--- config.mk ---
export PLATFORM = sky130hd
export DESIGN_NAME = mm_stream_dma
export DESIGN_NICKNAME = d
export VERILOG_FILES = /design/src/rtl/mm_dma_pkg.sv /design/src/rtl/mm_dma_burst_planner.sv /design/src/rtl/mm_dma_beat_counter.sv /design/src/rtl/mm_stream_dma.sv
export SDC_FILE = /design/constraint.sdc
export NUM_CORES = 1
export LEC_CHECK = 0
export BUFFER_PORTS_ARGS = -buffer_cell sky130_fd_sc_hd__clkbuf_2
export CAP_MARGIN = 20
export CELL_PAD_IN_SITES_DETAIL_PLACEMENT = 0
export CELL_PAD_IN_SITES_GLOBAL_PLACEMENT = 1
export CORE_ASPECT_RATIO = 0.8
export CORE_MARGIN = 1
export CORE_UTILIZATION = 38
export CTS_BUF_LIST = sky130_fd_sc_hd__clkbuf_8
export CTS_CLUSTER_DIAMETER = 60
export DETAILED_ROUTE_END_ITERATION = 10
export MAX_ROUTING_LAYER = met4
export PLACE_DENSITY_LB_ADDON = 0.1
export SETUP_SLACK_MARGIN = 0.5
export SYNTH_ARGS = -nofsm -noshare
export SYNTH_HDL_FRONTEND = slang
export SYNTH_SLANG_ARGS = --single-unit
--- constraint.sdc ---
create_clock -name clk -period 8.74 [get_ports clk]
set_input_delay 0.874 -clock clk [delete_from_list [all_inputs] [get_ports clk]]
set_output_delay 0.874 -clock clk [all_outputs]
set_load 0.01 [all_outputs]
--- src/rtl/mm_dma_pkg.sv ---
package mm_dma_pkg;

  localparam int PAGE_BYTES = 4096;

  typedef enum logic [2:0] {
    ST_IDLE,
    ST_ADDR,
    ST_DATA,
    ST_RESP,
    ST_FIN
  } dma_state_e;

  // Words that still fit before the next page boundary.
  function automatic int beats_to_page(input logic [11:0] page_off, input int bytes);
    return (PAGE_BYTES - int'(page_off)) / bytes;
  endfunction

  // Burst length: the smallest of what is left, the room in the page and the cap.
  function automatic int burst_beats(input int left, input int room, input int cap);
    int n;
    n = left;
    if (n > cap)  n = cap;
    if (n > room) n = room;
    return n;
  endfunction

endpackage

--- src/rtl/mm_dma_burst_planner.sv ---
module mm_dma_burst_planner #(
  parameter int ADDR_W    = 32,
  parameter int BYTES     = 4,
  parameter int BUF_BEATS = 64,
  parameter int MAX_BURST = 256,
  parameter int REP_W     = 16,
  localparam int LEN_W    = $clog2(MAX_BURST + 1),
  localparam int BL_W     = $clog2(BUF_BEATS + 1)
) (
  input  logic              clk,
  input  logic              rst_n,
  input  logic              load,
  input  logic [ADDR_W-1:0] base,
  input  logic [REP_W-1:0]  reps,
  input  logic              wrap,
  input  logic              advance,
  output logic [ADDR_W-1:0] addr,
  output logic [LEN_W-1:0]  len,
  output logic              last_burst
);
  import mm_dma_pkg::*;

  logic [ADDR_W-1:0] cur_addr, base_q;
  logic [BL_W-1:0]   beats_left;
  logic [REP_W-1:0]  reps_left;
  logic              wrap_q;
  int                len_int;
  logic              buf_end;
  logic [ADDR_W-1:0] next_seq;

  assign len_int    = burst_beats(int'(beats_left), beats_to_page(cur_addr[11:0], BYTES), MAX_BURST);
  assign len        = LEN_W'(len_int);
  assign addr       = cur_addr;
  assign buf_end    = (int'(beats_left) == len_int);
  assign next_seq   = cur_addr + ADDR_W'(len_int * BYTES);
  assign last_burst = buf_end && (reps_left == REP_W'(1));

  always_ff @(posedge clk) begin
    if (!rst_n) begin
      cur_addr   <= '0;
      base_q     <= '0;
      beats_left <= '0;
      reps_left  <= '0;
      wrap_q     <= 1'b0;
    end else if (load) begin
      cur_addr   <= base;
      base_q     <= base;
      beats_left <= BL_W'(BUF_BEATS);
      reps_left  <= reps;
      wrap_q     <= wrap;
    end else if (advance) begin
      if (buf_end) begin
        reps_left  <= reps_left - REP_W'(1);
        beats_left <= BL_W'(BUF_BEATS);
        cur_addr   <= wrap_q ? base_q : next_seq;
      end else begin
        beats_left <= beats_left - BL_W'(len_int);
        cur_addr   <= next_seq;
      end
    end
  end

endmodule

--- src/rtl/mm_dma_beat_counter.sv ---
module mm_dma_beat_counter #(
  parameter int CNT_W = 9
) (
  input  logic             clk,
  input  logic             rst_n,
  input  logic             load,
  input  logic [CNT_W-1:0] len,
  input  logic             step,
  output logic             last
);
  logic [CNT_W-1:0] cnt;

  always_ff @(posedge clk) begin
    if (!rst_n)    cnt <= '0;
    else if (load) cnt <= len;
    else if (step) cnt <= cnt - CNT_W'(1);
  end

  assign last = (cnt == CNT_W'(1));

endmodule

--- src/rtl/mm_stream_dma.sv ---
module mm_stream_dma #(
  parameter bit TO_STREAM = 1'b1,
  parameter int ADDR_W    = 32,
  parameter int DATA_W    = 32,
  parameter int BUF_BEATS = 64,
  parameter int MAX_BURST = 256,
  parameter int REP_W     = 16,
  localparam int BYTES     = DATA_W / 8,
  localparam int SIZE_CODE = $clog2(BYTES),
  localparam int LEN_W     = $clog2(MAX_BURST + 1)
) (
  input  logic              clk,
  input  logic              rst_n,
  input  logic              start,
  input  logic [ADDR_W-1:0] start_base,
  input  logic [REP_W-1:0]  start_reps,
  input  logic              start_wrap,
  output logic              busy,
  output logic              done,
  output logic              ar_valid,
  input  logic              ar_ready,
  output logic [ADDR_W-1:0] ar_addr,
  output logic [7:0]        ar_len,
  output logic [2:0]        ar_size,
  output logic [1:0]        ar_burst,
  input  logic              r_valid,
  output logic              r_ready,
  input  logic [DATA_W-1:0] r_data,
  input  logic              r_last,
  output logic              aw_valid,
  input  logic              aw_ready,
  output logic [ADDR_W-1:0] aw_addr,
  output logic [7:0]        aw_len,
  output logic [2:0]        aw_size,
  output logic [1:0]        aw_burst,
  output logic              w_valid,
  input  logic              w_ready,
  output logic [DATA_W-1:0] w_data,
  output logic [BYTES-1:0]  w_strb,
  output logic              w_last,
  input  logic              b_valid,
  output logic              b_ready,
  input  logic              s_tvalid,
  output logic              s_tready,
  input  logic [DATA_W-1:0] s_tdata,
  output logic              m_tvalid,
  input  logic              m_tready,
  output logic [DATA_W-1:0] m_tdata
);
  import mm_dma_pkg::*;

  dma_state_e        state, state_nx;
  logic              in_addr, in_data, in_resp;
  logic              addr_rdy, addr_hs, beat_hs, beat_last, resp_hs;
  logic              plan_load, plan_last, final_q;
  logic [ADDR_W-1:0] plan_addr;
  logic [LEN_W-1:0]  plan_len;
  logic [7:0]        len_field;
  logic              unused_inputs;

  assign unused_inputs = ^{r_last, r_valid, r_data, ar_ready, aw_ready, w_ready,
                           b_valid, s_tvalid, s_tdata, m_tready};

  assign in_addr   = (state == ST_ADDR);
  assign in_data   = (state == ST_DATA);
  assign in_resp   = (state == ST_RESP);
  assign addr_hs   = in_addr && addr_rdy;
  assign resp_hs   = in_resp && b_valid;
  assign plan_load = (state == ST_IDLE) && start;
  assign len_field = 8'(plan_len - LEN_W'(1));
  assign busy      = (state != ST_IDLE);
  assign done      = (state == ST_FIN);

  mm_dma_burst_planner #(
    .ADDR_W(ADDR_W), .BYTES(BYTES), .BUF_BEATS(BUF_BEATS),
    .MAX_BURST(MAX_BURST), .REP_W(REP_W)
  ) u_planner (
    .clk(clk), .rst_n(rst_n), .load(plan_load), .base(start_base),
    .reps(start_reps), .wrap(start_wrap), .advance(addr_hs),
    .addr(plan_addr), .len(plan_len), .last_burst(plan_last)
  );

  mm_dma_beat_counter #(.CNT_W(LEN_W)) u_beats (
    .clk(clk), .rst_n(rst_n), .load(addr_hs), .len(plan_len),
    .step(beat_hs), .last(beat_last)
  );

  generate
    if (TO_STREAM) begin : g_read
      assign ar_valid = in_addr;
      assign ar_addr  = plan_addr;
      assign ar_len   = len_field;
      assign ar_size  = 3'(SIZE_CODE);
      assign ar_burst = 2'b01;
      assign addr_rdy = ar_ready;
      assign r_ready  = in_data && m_tready;
      assign m_tvalid = in_data && r_valid;
      assign m_tdata  = r_data;
      assign beat_hs  = in_data && r_valid && m_tready;
      assign aw_valid = 1'b0;
      assign aw_addr  = '0;
      assign aw_len   = '0;
      assign aw_size  = '0;
      assign aw_burst = '0;
      assign w_valid  = 1'b0;
      assign w_data   = '0;
      assign w_strb   = '0;
      assign w_last   = 1'b0;
      assign b_ready  = 1'b0;
      assign s_tready = 1'b0;
    end else begin : g_write
      assign aw_valid = in_addr;
      assign aw_addr  = plan_addr;
      assign aw_len   = len_field;
      assign aw_size  = 3'(SIZE_CODE);
      assign aw_burst = 2'b01;
      assign addr_rdy = aw_ready;
      assign w_valid  = in_data && s_tvalid;
      assign s_tready = in_data && w_ready;
      assign w_data   = s_tdata;
      assign w_strb   = {BYTES{1'b1}};
      assign w_last   = in_data && beat_last;
      assign b_ready  = in_resp;
      assign beat_hs  = in_data && s_tvalid && w_ready;
      assign ar_valid = 1'b0;
      assign ar_addr  = '0;
      assign ar_len   = '0;
      assign ar_size  = '0;
      assign ar_burst = '0;
      assign r_ready  = 1'b0;
      assign m_tvalid = 1'b0;
      assign m_tdata  = '0;
    end
  endgenerate

  always_comb begin
    state_nx = state;
    unique case (state)
      ST_IDLE: if (start) state_nx = (start_reps == '0) ? ST_FIN : ST_ADDR;
      ST_ADDR: if (addr_hs) state_nx = ST_DATA;
      ST_DATA: if (beat_hs && beat_last) begin
        if (!TO_STREAM)   state_nx = ST_RESP;
        else if (final_q) state_nx = ST_FIN;
        else              state_nx = ST_ADDR;
      end
      ST_RESP: if (resp_hs) state_nx = final_q ? ST_FIN : ST_ADDR;
      ST_FIN:  state_nx = ST_IDLE;
      default: state_nx = ST_IDLE;
    endcase
  end

  always_ff @(posedge clk) begin
    if (!rst_n) begin
      state   <= ST_IDLE;
      final_q <= 1'b0;
    end else begin
      state <= state_nx;
      if (addr_hs) final_q <= plan_last;
    end
  end

endmodule

==> impl_metrics.py, run 1 <==
metrics = {
    "synth": {
        "seq_area_frac_synth_pct": 28.8,
        "yosys_warnings": 0,
        "syn_area_um2": 7020,
        "synthFlopType": "dfxtp_1",
        "syn_inst": 924,
        "synth_seq_cells": 101,
        "async_flop_share_pct": 0,
        "syn_avg_cell_area_um2": 7.60,
        "synth_top_area_share_pct": 28.8,
        "synth_area_leaders": "dfxtp_1 (29%), buf_4 (13%), nand2_1 (6.1%)",
        "synth.distinct_cells": 66,
        "yosysTopAreaCell": "dfxtp_1",
        "synth-edff-count": 0,
    },
    "final_layout": {
        "drive_above_1_share_pct": 14.9,
        "layout_common_cells": "nand2_1 (113), dfxtp_1 (101), clkbuf_2 (100)",
        "num_antenna_cells": 0,
        "final_common_cell": "nand2_1",
        "nFillCells": 1993,
        "area_growth_pct": 4.13,
        "nets": 1118,
        "final_area_um2": 7310,
    },
    "route": {
        "drt-total-wl_um": 18700,
        "wl_met3_um": 867,
        "met2_length_um": 7970,
        "wl_per_cell_um": 15.5,
        "drtIter0Drc": 322,
        "drc": 0,
        "top_layer": "met4",
        "firstDrtPassIters": 4,
        "vias": 6081,
        "wl_met1_um": 9780,
        "viasPerCell": 5.06,
        "ant_nets": 0,
    },
    "worst_setup_path": {
        "slowest_delay_ns": 0.81,
        "path_cells": "nor4_4 > nand3_1 > xnor2_1 > inv_1 > ha_1 > and3_1 > a221oi_1 > nand2_1 > o21bai_2 > nor2_1 > buf_4 > mux2i_1 > inv_1 > ha_1 > a21o_1 > a21oi_1 > o211a_1 > a211oi_2 > nand4_1 > xnor2_1 > nor2_1 > o22ai_1",
        "worstSetupStartpoint": "u_planner.addr[1]$_SDFFE_PN0P_",
        "arrival_ns": 6.77,
        "cp_num_buf_inv": 3,
        "crit_family": "compound AO/OA/AOI/OAI gates",
        "worstSetupPathType": "register to register",
        "end_kind": "register",
        "cp_data_required_time_ns": 8.99,
        "r2r-start": "u_planner.addr[1]$_SDFFE_PN0P_",
        "crit_slowest_cell": "a211oi_2",
        "reg2reg_slack_ns": 2.22,
        "critPathMaxFanout": 11,
        "startpoint_type": "register",
    },
    "sta": {
        "finalSetupViolations": 0,
        "slew_headroom_pct": 34.5,
        "layout_setup_ws_ns": 2.22,
        "tightest_slew_ns": 0.980,
        "fin_hold_ws_ns": 0.456,
        "finalCritPeriodShare_pct": 74.7,
        "fin_skew_ns": 0.0166,
        "slew_viol_final": 0,
        "rsz0062_at_grt": "false",
        "fin_tns_setup_ns": 0,
        "fmax_mhz": 153,
        "finalHoldViolCount": 0,
        "post-route-min-period_ns": 6.52,
    },
    "clock_tree": {
        "cts_hold_buf": 0,
        "cts.sinks": 101,
        "clk_pin_slew_worst_paths_ns": 0.10,
        "cts_buffers": 9,
        "htree_levels": 3,
        "cts-root-buf": "clkbuf_8",
        "clk_latency_ns": 0.38,
        "cts_resized": 0,
        "tritoncts": "done",
        "post-cts-setup-buffers": 0,
        "ctsLongestPathBuffers": 2,
    },
    "power_and_ir_drop": {
        "powerDensity_nw_per_um2": 251,
        "leakage_nw": 3.03,
        "ir_drop_mv": 0.0817,
    },
    "floorplan": {
        "dieArea_um2": 19000,
        "rows": 44,
        "coreArea_um2": 18100,
        "initial_core_util_pct": 38.8,
        "die_x_um": 154,
        "die_y_um": 124,
        "io_pins": 292,
    },
    "placed_design": {
        "placed_cell_area_um2": 7130,
        "dp_hpwl_um": 13100,
        "dp_slack_ns": 2.27,
        "port_buffers": 100,
        "place.gp.congestion": 0.802,
    },
    "grt": {
        "grt-ovfl-total": 0,
        "antenna_found_initial": 0,
        "first_global_vias": 5355,
        "grt_max_degree": 71,
        "grt_pass1_wl_um": 29400,
        "grt_usage_pct": 20.2,
    },
    "hold_path": {
        "hp-class": "register to register",
        "hold_start": "u_planner.base_q[30]$_SDFFE_PN0P_",
    },
    "run_status": {
        "status": "finished clean",
    },
    "run": {
        "cap_violations": 0,
    },
}
## area by class of cell
cell class	instances	area, um^2	share of cell area [%]
Sequential cell	101	2020	27.7
Timing Repair Buffer	109	568	7.77
Clock inverter	6	38.8	0.531
Inverter	37	139	1.90
Tap cell	230	288	3.94
Multi-Input combinational cell	709	4120	56.3
Clock buffer	10	138	1.88
## state kept, by name (all words and copies together), names as in the netlist
signal                flops
u_planner.addr           32
u_beats.cnt               9
u_planner.reps_left      16
final_q                   1
state                     3
u_planner.base_q         32
u_planner.wrap_q          1
u_planner.beats_left      7
## cells in the mapped netlist, types with 24 or more instances
| cell | instances |
|---|---|
| nand2_1 | 114 |
| nand3_1 | 24 |
| xnor2_1 | 45 |
| nor3_1 | 26 |
| a21oi_1 | 70 |
| buf_4 | 123 |
| inv_1 | 36 |
| nor2_1 | 70 |
| ha_1 | 25 |
| clkbuf_1 | 42 |
| o21ai_0 | 62 |
| dfxtp_1 | 101 |
## worst min-delay path, stage by stage, from the launching register on
cell and delay [ns]:
dfxtp_1 0.32, nand2_1 0.05, a21oi_1 0.05
## layer usage
layer / track usage [%] / up-vias
li1: - / 3074
met1: 28.9 / 2852
met2: 29.7 / 143
met3: 4.28 / 12
met4: 2.88 / 0
met5: - / -
## report_power, final
group / leakage (nW) / internal [W] / total (W) / switching, W
combinational: 2.11 / 0.000328 / 0.000870 / 0.000542
sequential: 0.829 / 0.000565 / 0.000681 / 0.000116
clock: 0.0992 / 0.000111 / 0.000282 / 0.000171
## per-stage QoR
stage                     instances  utilization (%)  power, W
after floorplan                1014                -   0.00134
after global placement         1186             39.4   0.00157
after detailed placement       1186             39.4   0.00156
after CTS                      1202             40.4   0.00185
after global routing           1202             40.4   0.00200
final                          1202             40.4   0.00183
## cells by family (layout without fill, tap and decap cells)
kind of cell	Yosys count	count (layout)	share of synthesized area, %
other cells	2	92	0.107
buf+inv	204	162	17.5
simple gates	302	302	20.4
compound gates	222	222	19.6
xor+xnor	53	53	6.61
flops	101	101	28.8
mux	13	13	1.91
fa+ha+maj	27	27	5.03
## final timing paths
kind	endpoint	cells after the start
worst max-delay path	u_planner.addr[25]$_SDFFE_PN0P_	22
worst min-delay path	u_planner.base_q[30]$_SDFFE_PN0P_	2
worst max register to register	u_planner.addr[25]$_SDFFE_PN0P_	22
worst min register to register	u_planner.base_q[30]$_SDFFE_PN0P_	2
Power figures use the tool's default switching activity.
==> run 2, diff against run 1 <==
ABC_AREA = 1   (was default)
CORE_UTILIZATION = 35   (was 38)
clock period = 6.8 ns   (was 8.74 ns; I/O delays follow)
==> impl_metrics.py, run 2 <==
metrics = {
    "sta": {
        "finalSetupViolations": 0,
        "slew_viol_final": 0,
        "tightest_slew_ns": 0.925,
        "fin_skew_ns": 0.00876,
        "fin_tns_setup_ns": 0,
        "fmax_mhz": 193,
        "slew_headroom_pct": 38.2,
        "finalCritPeriodShare_pct": 76.1,
        "finalHoldViolCount": 0,
        "post-route-min-period_ns": 5.17,
        "rsz0062_at_grt": "false",
        "layout_setup_ws_ns": 1.63,
    },
    "power_and_ir_drop": {
        "powerDensity_nw_per_um2": 356,
        "ir_drop_mv": 0.156,
        "leakage_nw": 4.08,
    },
    "floorplan": {
        "initial_core_util_pct": 36.2,
        "die_x_um": 170,
        "coreArea_um2": 21900,
        "die_y_um": 136,
        "io_pins": 292,
        "dieArea_um2": 23200,
        "rows": 48,
    },
    "run_status": {
        "status": "finished clean",
    },
    "worst_setup_path": {
        "startpoint_type": "register",
        "worstSetupStartpoint": "u_planner.addr[2]$_SDFFE_PN0P_",
        "end_kind": "register",
        "cp-endpoint": "u_planner.addr[26]$_SDFFE_PN0P_",
        "reg2reg_slack_ns": 1.63,
        "crit_slowest_cell": "fa_1",
        "slowest_delay_ns": 0.40,
        "critPathMaxFanout": 11,
        "reg2reg_to": "u_planner.addr[26]$_SDFFE_PN0P_",
        "worstSetupPathType": "register to register",
        "arrival_ns": 5.50,
        "cp_data_required_time_ns": 7.13,
        "r2r-start": "u_planner.addr[2]$_SDFFE_PN0P_",
        "r2r_cells": 29,
    },
    "synth": {
        "synth_top_area_share_pct": 25.6,
        "synth_commonest_cells": "nand2_1 (292), inv_1 (170), buf_4 (123), dfxtp_1 (101), a21oi_1 (79)",
        "yosysTopAreaCell": "dfxtp_1",
        "synth.distinct_cells": 52,
        "syn_area_um2": 7910,
        "synth_area_leaders": "dfxtp_1 (26%), nand2_1 (14%), buf_4 (12%)",
        "seq_area_frac_synth_pct": 25.6,
        "async_flop_share_pct": 0,
        "syn_avg_cell_area_um2": 6.44,
        "synth_seq_cells": 101,
        "yosysMostFrequentCell": "nand2_1",
        "yosys_warnings": 0,
        "syn_inst": 1228,
        "synth-edff-count": 0,
        "synthFlopType": "dfxtp_1",
    },
    "clock_tree": {
        "cts_hold_buf": 0,
        "htree_levels": 3,
        "clk_pin_slew_worst_paths_ns": 0.11,
        "tritoncts": "done",
        "cts_resized": 0,
        "cts-root-buf": "clkbuf_8",
        "post-cts-setup-buffers": 0,
        "cts.sinks": 101,
        "ctsLongestPathBuffers": 2,
        "clk_latency_ns": 0.39,
        "cts_buffers": 9,
    },
    "route": {
        "ant_nets": 0,
        "drtIter0Drc": 421,
        "vias": 7227,
        "drc": 0,
        "drt-total-wl_um": 22500,
        "viasPerCell": 4.59,
        "firstDrtPassIters": 5,
        "wl_per_cell_um": 14.3,
    },
    "run": {
        "cap_violations": 0,
    },
    "final_layout": {
        "area_growth_pct": 5.05,
        "seq_area_um2": 2020,
        "nets": 1421,
        "drive_above_1_share_pct": 12.5,
        "nFillCells": 2456,
        "num_antenna_cells": 0,
        "multi_input_area_um2": 4450,
        "layout_common_cells": "nand2_1 (291), inv_1 (168), dfxtp_1 (101)",
        "final_common_cell": "nand2_1",
    },
    "grt": {
        "grt_max_degree": 49,
        "antenna_found_initial": 0,
        "grt_usage_pct": 20.2,
        "first_global_vias": 6477,
        "grt-ovfl-total": 0,
        "grt_pass1_wl_um": 35400,
    },
    "placed_design": {
        "dp_hpwl_um": 16200,
        "place.gp.congestion": 0.830,
        "dp_slack_ns": 1.66,
        "port_buffers": 100,
    },
    "hold_path": {
        "hp-class": "register to register",
    },
}
[run 2: changes by cell type in the layout (fill, tap and decap cells not counted), sizes merged, moves of 14 or more]
cell	delta
nand2	+184
inv	+134
nand3	+43
xnor2	-38
nand4	+33
xor2	+24
o21ai	+15
or3	-14
[run 2: how the worst min path moves through the flow]
stage / start / endpoint / slack [ns] / cells past startpoint
final: u_planner.base_q[30]$_SDFFE_PN0P_ / u_planner.base_q[30]$_SDFFE_PN0P_ / 0.47 / 2
after global routing: u_planner.base_q[10]$_SDFFE_PN0P_ / u_planner.base_q[10]$_SDFFE_PN0P_ / 0.49 / 2
after CTS: u_planner.base_q[30]$_SDFFE_PN0P_ / u_planner.base_q[30]$_SDFFE_PN0P_ / 0.47 / 2
after detailed placement: u_planner.base_q[20]$_SDFFE_PN0P_ / u_planner.base_q[20]$_SDFFE_PN0P_ / 0.46 / 2
after global placement: u_planner.base_q[27]$_SDFFE_PN0P_ / u_planner.base_q[27]$_SDFFE_PN0P_ / 0.45 / 2
after floorplan: u_planner.base_q[30]$_SDFFE_PN0P_ / u_planner.base_q[30]$_SDFFE_PN0P_ / 0.45 / 2
[run 2: report_power, final]
| group | switching [W] | internal [W] | leakage [nW] |
|---|---|---|---|
| Combinational | 0.00108 | 0.000531 | 3.13 |
| Sequential | 0.000145 | 0.000729 | 0.829 |
| Clock | 0.000238 | 0.000229 | 0.121 |
| Total | 0.00146 | 0.00149 | 4.08 |
[run 2: final cells by class]
class,count,share of cell area [%]
Clock inverter,5,0.979
Clock buffer,11,1.82
Inverter,174,7.89
Tap cell,300,4.52
Multi-Input combinational cell,874,53.5
Timing Repair Buffer,110,6.93
Sequential cell,101,24.3
[run 2: cell families after synthesis]
logic type | share of synthesized area, %
and+or+nand+nor | 29.4
buffers and inverters | 22.6
AOI/OAI and AO/OA | 13.2
DFF | 25.6
xor gates and xnor gates | 4.32
adders and majority gates | 4.46
muxes | 0.380
other | 0.0950
[run 2: critical path: cells and delay by family (launching register included)]
kind | cells | cell delay [ns]
xor gates and xnor gates | 1 | 0.15
buffers and inverters | 5 | 0.43
and+or+nand+nor | 17 | 2.63
DFF | 1 | 0.39
AOI/OAI and AO/OA | 3 | 0.56
adders and majority gates | 3 | 0.96
[run 2: routing by layer]
layer | wire, um | GRT usage (%) | part of all wire, %
met1 | 11900 | 28.7 | 53
met2 | 9590 | 30.3 | 43
met3 | 822 | 3.38 | 3.7
met4 | 157 | 3.30 | 0.70
met5 | 0 | - | 0
[run 2: per-stage QoR]
stage	area (um^2)	utilization (%)	cells	total power [W]	hold slack (ns)
3_3_place_gp	8080	36.9	1559	0.00251	0.453
3_5_place_dp	8080	36.9	1559	0.00250	0.458
2_1_floorplan	8250	-	1318	0.00210	0.445
5_1_grt	8310	38.0	1575	0.00324	0.493
6_report	8310	38.0	1575	0.00295	0.469
4_1_cts	8310	38.0	1575	0.00298	0.474
==> run 3, diff against run 2 <==
clock period = 5 ns   (was 6.8 ns; I/O delays follow)
==> impl_metrics.py, run 3 (synthesis results as in run 2) <==
metrics = {
    "floorplan": {
        "dieArea_um2": 23200,
        "initial_core_util_pct": 36.2,
        "die_y_um": 136,
        "die_x_um": 170,
        "rows": 48,
        "coreArea_um2": 21900,
        "io_pins": 292,
    },
    "placed_design": {
        "place.gp.congestion": 0.836,
        "placed_cells": 1571,
        "port_buffers": 100,
        "placed_cell_area_um2": 8170,
        "dp_hpwl_um": 16200,
    },
    "power_and_ir_drop": {
        "comb_power_share_pct": 55.5,
        "ir_drop_mv": 0.202,
        "swShare_pct": 49.0,
        "leakage_nw": 4.19,
        "powerDensity_nw_per_um2": 483,
        "switching_power_w": 0.00202,
        "seqPwrFrac_pct": 28.7,
        "clockPowerShare_pct": 15.7,
        "power_w": 0.00412,
        "internal-power_w": 0.00210,
    },
    "sta": {
        "post-route-min-period_ns": 4.17,
        "fin_tns_setup_ns": 0,
        "slew_headroom_pct": 39.9,
        "slew_viol_final": 0,
        "finalHoldViolCount": 0,
        "tightest_slew_ns": 0.900,
        "fmax_mhz": 240,
        "fin_skew_ns": 0.0154,
        "finalCritPeriodShare_pct": 83.5,
        "finalSetupViolations": 0,
        "rsz0062_at_grt": "false",
    },
    "grt": {
        "grt_max_degree": 49,
        "grt_pass1_wl_um": 35700,
        "grt-ovfl-total": 0,
        "first_global_vias": 6546,
        "grt_usage_pct": 20.4,
        "antenna_found_initial": 0,
    },
    "worst_setup_path": {
        "slowest_delay_ns": 0.37,
        "crit_slowest_cell": "dfxtp_2",
        "arrival_ns": 4.42,
        "cp_data_required_time_ns": 5.25,
        "end_kind": "register",
        "startpoint_type": "register",
        "critPathMostFrequentCell": "nand2_1",
        "critPathMaxFanout": 11,
        "worstSetupPathType": "register to register",
    },
    "route": {
        "ant_nets": 0,
        "drtIter0Drc": 364,
        "firstDrtPassIters": 5,
        "drc": 0,
        "vias": 7348,
        "drt-total-wl_um": 22700,
        "wl_per_cell_um": 14.3,
        "viasPerCell": 4.62,
    },
    "clock_tree": {
        "clk_latency_ns": 0.39,
        "ctsLongestPathBuffers": 2,
        "cts.sinks": 101,
        "cts_hold_buf": 0,
        "htree_levels": 3,
        "tritoncts": "done",
        "cts-root-buf": "clkbuf_8",
        "clk_pin_slew_worst_paths_ns": 0.11,
        "cts_buffers": 9,
    },
    "final_layout": {
        "fin_cells": 1592,
        "area_growth_pct": 7.94,
        "drive_above_1_share_pct": 15.5,
        "final_area_um2": 8540,
        "final_util_pct": 39.1,
        "num_antenna_cells": 0,
        "layout_common_cells": "nand2_1 (290), inv_1 (165), clkbuf_2 (100)",
        "final_common_cell": "nand2_1",
        "nets": 1438,
    },
    "run_status": {
        "status": "finished clean",
    },
    "hold_path": {
        "hp-class": "input port to register",
    },
    "run": {
        "cap_violations": 0,
    },
}
-- run 3: cell count changes in the layout (fill, tap and decap cells not counted), moves of 3 or more --
cell / before / now
buf_4: 10 / 27
nand3_1: 65 / 62
nand3_2: 1 / 4
nor2_1: 75 / 70
nor2_2: 2 / 5
inv_1: 168 / 165
dfxtp_2: 0 / 5
dfxtp_1: 101 / 96
inv_2: 4 / 7
-- run 3: routing by layer --
layer | vias up | wire (um) | track usage [%]
met4 | 0 | 242 | 4.50
li1 | 3830 | - | -
met1 | 3324 | 11900 | 29.0
met2 | 165 | 9720 | 30.4
met3 | 29 | 873 | 2.97
met5 | - | 0 | -
-- run 3: worst max-delay path: cells and delay by family (launching register included) --
family / cells / cell delay (ns)
AOI/OAI and AO/OA: 4 / 0.31
and+or+nand+nor: 17 / 2.03
adders and majority gates: 3 / 0.85
DFF: 1 / 0.37
buffers and inverters: 5 / 0.36
xor gates and xnor gates: 1 / 0.14
-- run 3: timing repair --
item | 4_1_cts | 5_1_grt
gates resized for setup | 5 | 24
setup endpoints to repair | 13 | 54
buffers inserted | 1 | 4
pin swaps | 2 | 5
-- run 3: final cells by class --
type | count | area [um^2]
clock buffer | 12 | 165
clock inverter | 4 | 76.3
fill | 2520 | 13300
inverter | 174 | 656
multi-input combinational | 874 | 4530
sequential | 101 | 2030
tap | 300 | 375
timing repair buffer | 127 | 703
-- run 3: metrics by stage --
step           worst slack [ns]  hold slack (ns)
3_3_place_gp              0.357            0.453
4_1_cts                   0.534            0.330
3_5_place_dp              0.354            0.457
6_report                  0.826            0.348
2_1_floorplan             0.854            0.445
5_1_grt                   0.505            0.324
-- run 3: worst paths after layout --
path	startpoint	end	slack [ns]	depth (start not counted)
max	u_planner.addr[0]$_SDFFE_PN0P_	u_planner.addr[26]$_SDFFE_PN0P_	0.83	30
min	start_base[25]	u_planner.base_q[25]$_SDFFE_PN0P_	0.35	3
min reg2reg	u_planner.base_q[18]$_SDFFE_PN0P_	u_planner.base_q[18]$_SDFFE_PN0P_	0.47	2
max reg2reg	u_planner.addr[0]$_SDFFE_PN0P_	u_planner.addr[26]$_SDFFE_PN0P_	0.83	30
-- run 3: power by group through the flow --
stage	Clock [W]	Combinational [W]	Sequential [W]
2_1_floorplan	0	0.00169	0.00117
3_3_place_gp	0	0.00224	0.00120
3_5_place_dp	0	0.00224	0.00120
4_1_cts	0.000667	0.00227	0.00118
5_1_grt	0.000701	0.00260	0.00121
6_report	0.000649	0.00229	0.00118
